**config.mk**
```make
export PLATFORM = sky130hd
export DESIGN_NAME = msr_step_sequencer
export DESIGN_NICKNAME = d
export VERILOG_FILES = /design/src/rtl/msr_pkg.sv /design/src/rtl/msr_cfg.sv /design/src/rtl/msr_seq_ctrl.sv /design/src/rtl/msr_interp.sv /design/src/rtl/msr_step_sequencer.sv
export SDC_FILE = /design/constraint.sdc
export NUM_CORES = 2
export LEC_CHECK = 0
export ABC_CLOCK_PERIOD_IN_PS = 188100
export BUFFER_PORTS_ARGS = -buffer_cell sky130_fd_sc_hd__buf_4
export CAP_MARGIN = 20
export CORE_MARGIN = 2
export CORE_UTILIZATION = 50
export DETAILED_ROUTE_END_ITERATION = 16
export GPL_ROUTABILITY_DRIVEN = 0
export PLACE_DENSITY_LB_ADDON = 0.15
export SLEW_MARGIN = 20
export SYNTH_ARGS = -nofsm -noshare
export SYNTH_HDL_FRONTEND = slang
export SYNTH_SLANG_ARGS = --single-unit
```
**constraint.sdc**
```tcl
create_clock -name clk -period 188.1 [get_ports clk]
set_input_delay 37.62 -clock clk [delete_from_list [all_inputs] [get_ports clk]]
set_output_delay 37.62 -clock clk [all_outputs]
set_load 0.03 [all_outputs]
```
**src/rtl/msr_pkg.sv**
```systemverilog
package msr_pkg;

  typedef enum logic {
    ST_RUN  = 1'b0,
    ST_WAIT = 1'b1
  } seq_state_e;

  // Q(frac) reciprocal of the ratio, rounded up; zero ratio maps to zero.
  function automatic int unsigned recip_q(input int unsigned m, input int unsigned frac);
    if (m == 0) return 0;
    return ((32'd1 << frac) + m - 1) / m;
  endfunction

endpackage

```
**src/rtl/msr_cfg.sv**
```systemverilog
module msr_cfg
  import msr_pkg::*;
#(
  parameter int PW         = 16,
  parameter int MW         = 8,
  parameter int FRAC       = 16,
  parameter int DEF_PERIOD = 400,
  parameter int DEF_RATIO  = 25
) (
  input  logic          clk,
  input  logic          rst_n,
  input  logic          cfg_wr,
  input  logic [PW-1:0] cfg_period,
  input  logic [MW-1:0] cfg_ratio,
  input  logic          apply,
  output logic [PW-1:0] act_period,
  output logic [MW-1:0] act_ratio,
  output logic [FRAC:0] act_recip
);
  localparam int RW = FRAC + 1;
  localparam logic [PW-1:0] P0 = PW'(DEF_PERIOD);
  localparam logic [MW-1:0] M0 = MW'(DEF_RATIO);
  localparam logic [RW-1:0] R0 = RW'(recip_q(DEF_RATIO, FRAC));

  logic [PW-1:0] sh_period;
  logic [MW-1:0] sh_ratio;

  always_ff @(posedge clk) begin
    if (!rst_n) begin
      sh_period  <= P0;
      sh_ratio   <= M0;
      act_period <= P0;
      act_ratio  <= M0;
      act_recip  <= R0;
    end else begin
      if (cfg_wr) begin
        sh_period <= cfg_period;
        sh_ratio  <= cfg_ratio;
      end
      if (apply) begin
        act_period <= sh_period;
        act_ratio  <= sh_ratio;
        act_recip  <= RW'(recip_q(32'(sh_ratio), FRAC));
      end
    end
  end
endmodule

```
**src/rtl/msr_seq_ctrl.sv**
```systemverilog
module msr_seq_ctrl
  import msr_pkg::*;
#(
  parameter int PW = 16,
  parameter int MW = 8,
  parameter int CW = 16
) (
  input  logic          clk,
  input  logic          rst_n,
  input  logic [PW-1:0] act_period,
  input  logic [MW-1:0] act_ratio,
  input  logic          sync_ack,
  output logic          fast_step,
  output logic [MW-1:0] substep_idx,
  output logic [CW-1:0] interval_cnt,
  output logic          sync_req,
  output logic          overrun,
  output logic          ev_start,
  output logic          ev_end
);
  seq_state_e    state;
  logic [PW-1:0] tcnt;
  logic          last_tick;
  logic          last_sub;

  assign last_tick = (tcnt == act_period - PW'(1));
  assign last_sub  = (substep_idx == act_ratio - MW'(1));
  assign ev_start  = (state == ST_WAIT) && sync_ack;
  assign ev_end    = (state == ST_RUN) && last_tick && last_sub;
  assign fast_step = (state == ST_RUN) && (tcnt == '0);
  assign sync_req  = (state == ST_WAIT);

  always_ff @(posedge clk) begin
    if (!rst_n) begin
      state        <= ST_WAIT;
      tcnt         <= '0;
      substep_idx  <= '0;
      interval_cnt <= '0;
      overrun      <= 1'b0;
    end else begin
      case (state)
        ST_RUN: begin
          if (last_tick) begin
            tcnt <= '0;
            if (last_sub) begin
              state        <= ST_WAIT;
              substep_idx  <= '0;
              interval_cnt <= interval_cnt + CW'(1);
            end else begin
              substep_idx <= substep_idx + MW'(1);
            end
          end else begin
            tcnt <= tcnt + PW'(1);
          end
        end
        default: begin
          if (sync_ack) begin
            state       <= ST_RUN;
            tcnt        <= '0;
            substep_idx <= '0;
            overrun     <= 1'b0;
          end else if (last_tick) begin
            overrun <= 1'b1;
          end else begin
            tcnt <= tcnt + PW'(1);
          end
        end
      endcase
    end
  end
endmodule

```
**src/rtl/msr_interp.sv**
```systemverilog
module msr_interp #(
  parameter int DW   = 16,
  parameter int MW   = 8,
  parameter int FRAC = 16
) (
  input  logic          clk,
  input  logic          rst_n,
  input  logic          ev_start,
  input  logic          ev_end,
  input  logic [DW-1:0] slow_in,
  input  logic [DW-1:0] fast_hist_in,
  input  logic [MW-1:0] substep_idx,
  input  logic [FRAC:0] act_recip,
  output logic [DW-1:0] interp_val,
  output logic [DW-1:0] hist_to_slow
);
  localparam int RW  = FRAC + 1;
  localparam int PRW = DW + MW + RW + 3;

  logic signed [DW-1:0] ep_a;
  logic signed [DW-1:0] ep_b;

  function automatic logic signed [DW-1:0] lerp(
    input logic signed [DW-1:0] a,
    input logic signed [DW-1:0] b,
    input logic        [MW-1:0] i,
    input logic        [RW-1:0] r
  );
    logic signed [PRW-1:0] d;
    logic signed [PRW-1:0] p;
    d = PRW'(b) - PRW'(a);
    p = d * $signed(PRW'(i)) * $signed(PRW'(r));
    return DW'(PRW'(a) + (p >>> FRAC));
  endfunction

  always_ff @(posedge clk) begin
    if (!rst_n) begin
      ep_a         <= '0;
      ep_b         <= '0;
      hist_to_slow <= '0;
    end else begin
      if (ev_start) begin
        ep_a <= ep_b;
        ep_b <= $signed(slow_in);
      end
      if (ev_end) hist_to_slow <= fast_hist_in;
    end
  end

  assign interp_val = lerp(ep_a, ep_b, substep_idx, act_recip);
endmodule

```
**src/rtl/msr_step_sequencer.sv**
```systemverilog
module msr_step_sequencer #(
  parameter int PW         = 16,
  parameter int MW         = 8,
  parameter int CW         = 16,
  parameter int DW         = 16,
  parameter int FRAC       = 16,
  parameter int DEF_PERIOD = 400,
  parameter int DEF_RATIO  = 25
) (
  input  logic          clk,
  input  logic          rst_n,
  input  logic          cfg_wr,
  input  logic [PW-1:0] cfg_period,
  input  logic [MW-1:0] cfg_ratio,
  input  logic          sync_ack,
  input  logic [DW-1:0] slow_in,
  input  logic [DW-1:0] fast_hist_in,
  output logic          fast_step,
  output logic [MW-1:0] substep_idx,
  output logic [CW-1:0] interval_cnt,
  output logic          sync_req,
  output logic          overrun,
  output logic [DW-1:0] interp_val,
  output logic [DW-1:0] hist_to_slow
);
  logic [PW-1:0] act_period;
  logic [MW-1:0] act_ratio;
  logic [FRAC:0] act_recip;
  logic          ev_start;
  logic          ev_end;

  msr_cfg #(
    .PW(PW), .MW(MW), .FRAC(FRAC),
    .DEF_PERIOD(DEF_PERIOD), .DEF_RATIO(DEF_RATIO)
  ) u_cfg (
    .clk(clk), .rst_n(rst_n),
    .cfg_wr(cfg_wr), .cfg_period(cfg_period), .cfg_ratio(cfg_ratio),
    .apply(ev_start),
    .act_period(act_period), .act_ratio(act_ratio), .act_recip(act_recip)
  );

  msr_seq_ctrl #(.PW(PW), .MW(MW), .CW(CW)) u_ctrl (
    .clk(clk), .rst_n(rst_n),
    .act_period(act_period), .act_ratio(act_ratio), .sync_ack(sync_ack),
    .fast_step(fast_step), .substep_idx(substep_idx), .interval_cnt(interval_cnt),
    .sync_req(sync_req), .overrun(overrun), .ev_start(ev_start), .ev_end(ev_end)
  );

  msr_interp #(.DW(DW), .MW(MW), .FRAC(FRAC)) u_interp (
    .clk(clk), .rst_n(rst_n),
    .ev_start(ev_start), .ev_end(ev_end),
    .slow_in(slow_in), .fast_hist_in(fast_hist_in),
    .substep_idx(substep_idx), .act_recip(act_recip),
    .interp_val(interp_val), .hist_to_slow(hist_to_slow)
  );
endmodule

```
==> qor.yml <==
cpPeakStageDelay_ns: 0.80
reg2reg_depth: 386
worstPathArrival_ns: 90.58
cts_sinks: 155
final_nets: 6663
finalMaxSlewViolations: 0
cts_tree: "done"
cts_htree_levels: 4
core-area_mm2: 0.0881
post_cts_resized: 0
ys_warn_count: 0
slowest_stage: "o41ai_2"
start_util_pct: 50.2
area_delta_synth_final_pct: 6.18
async_flop_share_pct: 0
drt-total-wl_mm: 128
drive_gt1_share_pct: 7.48
setup_tns_ns: 0
dr.pass1.iters: 8
seq_area_frac_synth_pct: 7.01
relSlewSlack_pct: 24.4
netlist_area_mm2: 0.0443
setup_viol: 0
ys_seq_elements: 155
cts-root-buf: "clkbuf_16"
rows: 109
die_y_um: 302
status: "completed"
final_common_cell: "nand2_1"
fmax_mhz: 11.1
worstMarginPinSlew_ns: 1.13
worstSetupEndpointType: "flop"
grt_pass1_vias: 40523
synthCells: 5756
synthMuxAreaShare_pct: 3.12
vias: 41574
fin_crit_ns: 90.22
fill_cells: 8554
start_kind: "flop"
post-dp-hpwl_mm: 102
finalHoldViolations: 0
max_cap_viol_count: 0
die_w_um: 302
reg2reg_slack_ns: 97.88
cts_made_buffers: 17
synth-compound-area-share_pct: 20.7
path_clk_slew_ns: 0.08
worst_slack_ns: 97.88
remaining_drc_errors: 0
hold_class: "flop to flop"
required_ns: 188.46
crit_end: "u_cfg.act_recip[0]"
skew_ns: 0.0156
clkLatencyLatePin_ns: 0.48
cts_max_path_buffers: 2
critPathLaunch: "u_cfg.sh_ratio[7]"
synth_cell_type_count: 135
grtUsageTotal_pct: 28.2
mostFrequentLayoutCells: "nand2_1, inv_1, fa_1"
place_worst_setup_slack_ns: 99.02
ys.flop_type: "dfxtp_1"
antenna_cells: 0
synth_fa_ha_area_share_pct: 30.8
ant_nets: 0
period_share_pct: 48.0
synth-xor-area-share_pct: 6.14
io_buffers: 118
drt-vias-per-instance: 5.98
rr_endpoint: "u_cfg.act_recip[0]"
synth-edff-count: 0
grt_pass1_wl_mm: 211
synth_area_per_cell_um2: 7.69
cts_hold_buf: 0
rsz0062_at_grt: "false"
synth_top_family_by_area: "adder cells"
synth-simple-area-share_pct: 25.2
postCtsSetupRepairBufs: 0
grt_max_degree: 70
reg2reg_from: "u_cfg.sh_ratio[7]"
post_drt_wl_per_cell_um: 18.4
dieArea_mm2: 0.0909
drt_iter0_markers: 3090
grt_overflow: 0
path_class: "flop to flop"
path_common_cell: "o21a_1"
antenna_found_initial: 0
io-pin-count: 119
hold_slack_ns: 0.463
cp_max_fo: 38
[layout make-up]
| cell class | count | area (um^2) | share of cell area (%) |
|---|---|---|---|
| clock inverters | 15 | 209 | 0.445 |
| repair buffers | 183 | 1370 | 2.92 |
| clock buffers | 17 | 425 | 0.905 |
| multi-input cells | 4800 | 38100 | 81.1 |
| well taps | 1165 | 1460 | 3.10 |
| flip-flops and latches | 155 | 3100 | 6.60 |
| inverters | 615 | 2310 | 4.91 |
[state kept, by name, summed over array words and instances, names as in the netlist]
register and flops:
u_cfg.act_period 16, u_cfg.act_ratio 8, u_cfg.act_recip 17, u_cfg.sh_period 16, u_cfg.sh_ratio 8, u_ctrl.interval_cnt 16
u_ctrl.overrun 1, u_ctrl.substep_idx 8, u_ctrl.sync_req 1, u_ctrl.tcnt 16, u_interp.ep_a 16, u_interp.ep_b 16
u_interp.hist_to_slow 16
[metrics by stage]
stage	instances	instance area [um^2]	util, %
after global placement	6918	46300	52.6
after global routing	6950	47000	53.3
after floorplan	5769	44300	-
after detailed placement	6918	46400	52.6
final	6950	47000	53.3
after CTS	6950	47000	53.3
[cells in the mapped netlist (all sizes together), types with 14 or more instances]
library cell,number,area (um^2)
a21boi,74,563
o31ai,96,773
o21ai,206,1060
nand3,130,676
a22oi,26,195
nand2b,54,340
and3,53,332
nor2b,73,457
nor3,236,1270
o211ai,57,458
o21bai,45,338
nor4,47,347
nor2,371,1410
ha,401,5020
mux2,55,627
dfxtp,155,3100
and2,267,1670
a211oi,44,375
or4,17,146
a21o,69,518
a211o,14,123
nand4,46,294
a31o,16,140
o21a,160,1200
or2,44,275
nand2,754,2850
mux2i,74,753
fa,430,8610
and4,20,175
buf,41,238
a21oi,245,1270
o22ai,31,194
a31oi,48,319
xor2,93,822
xnor2,212,1870
or3,48,310
clkbuf,158,593
inv,615,2310
[worst max-delay path: cells and delay by family (launching register included)]
family                   cells  cell delay, ns
flip-flops                   1            0.41
buffers and inverters       16            1.90
AND/OR/NAND/NOR            129           31.77
XOR/XNOR                     1            0.16
adder cells (fa/ha/maj)     31            9.67
multiplexers                 9            2.94
AO/OA/AOI/OAI              200           43.10
[cell families after synthesis]
logic type	after synthesis
simple gates	2220
other cells	1
compound gates	1300
buf+inv	814
xor+xnor	306
flops	155
mux	129
fa+ha+maj	831
[worst min-delay path by stage]
stage | from | endpoint | slack (ns) | cells past startpoint
detailed placement | u_cfg.sh_period[1] | u_cfg.act_period[1] | 0.46 | 2
global placement | u_cfg.sh_period[3] | u_cfg.act_period[3] | 0.45 | 2
CTS | u_cfg.sh_period[9] | u_cfg.act_period[9] | 0.46 | 2
finish | u_cfg.sh_period[9] | u_cfg.act_period[9] | 0.46 | 2
floorplan | u_cfg.sh_period[7] | u_cfg.act_period[7] | 0.44 | 2
global route | u_cfg.sh_period[3] | u_cfg.act_period[3] | 0.48 | 2
[metal layers]
layer  track usage (%)  part of all wire [%]  up-vias
li1                  -                     -    19968
met1              37.3                    44    20092
met2              49.5                    48     1282
met3              2.42                   5.1      232
met4              6.85                   2.2        0
met5                 0                     0        -
Power is not shown: default switching activity piles up to over one toggle a cycle in this logic, so the estimate is an artifact.
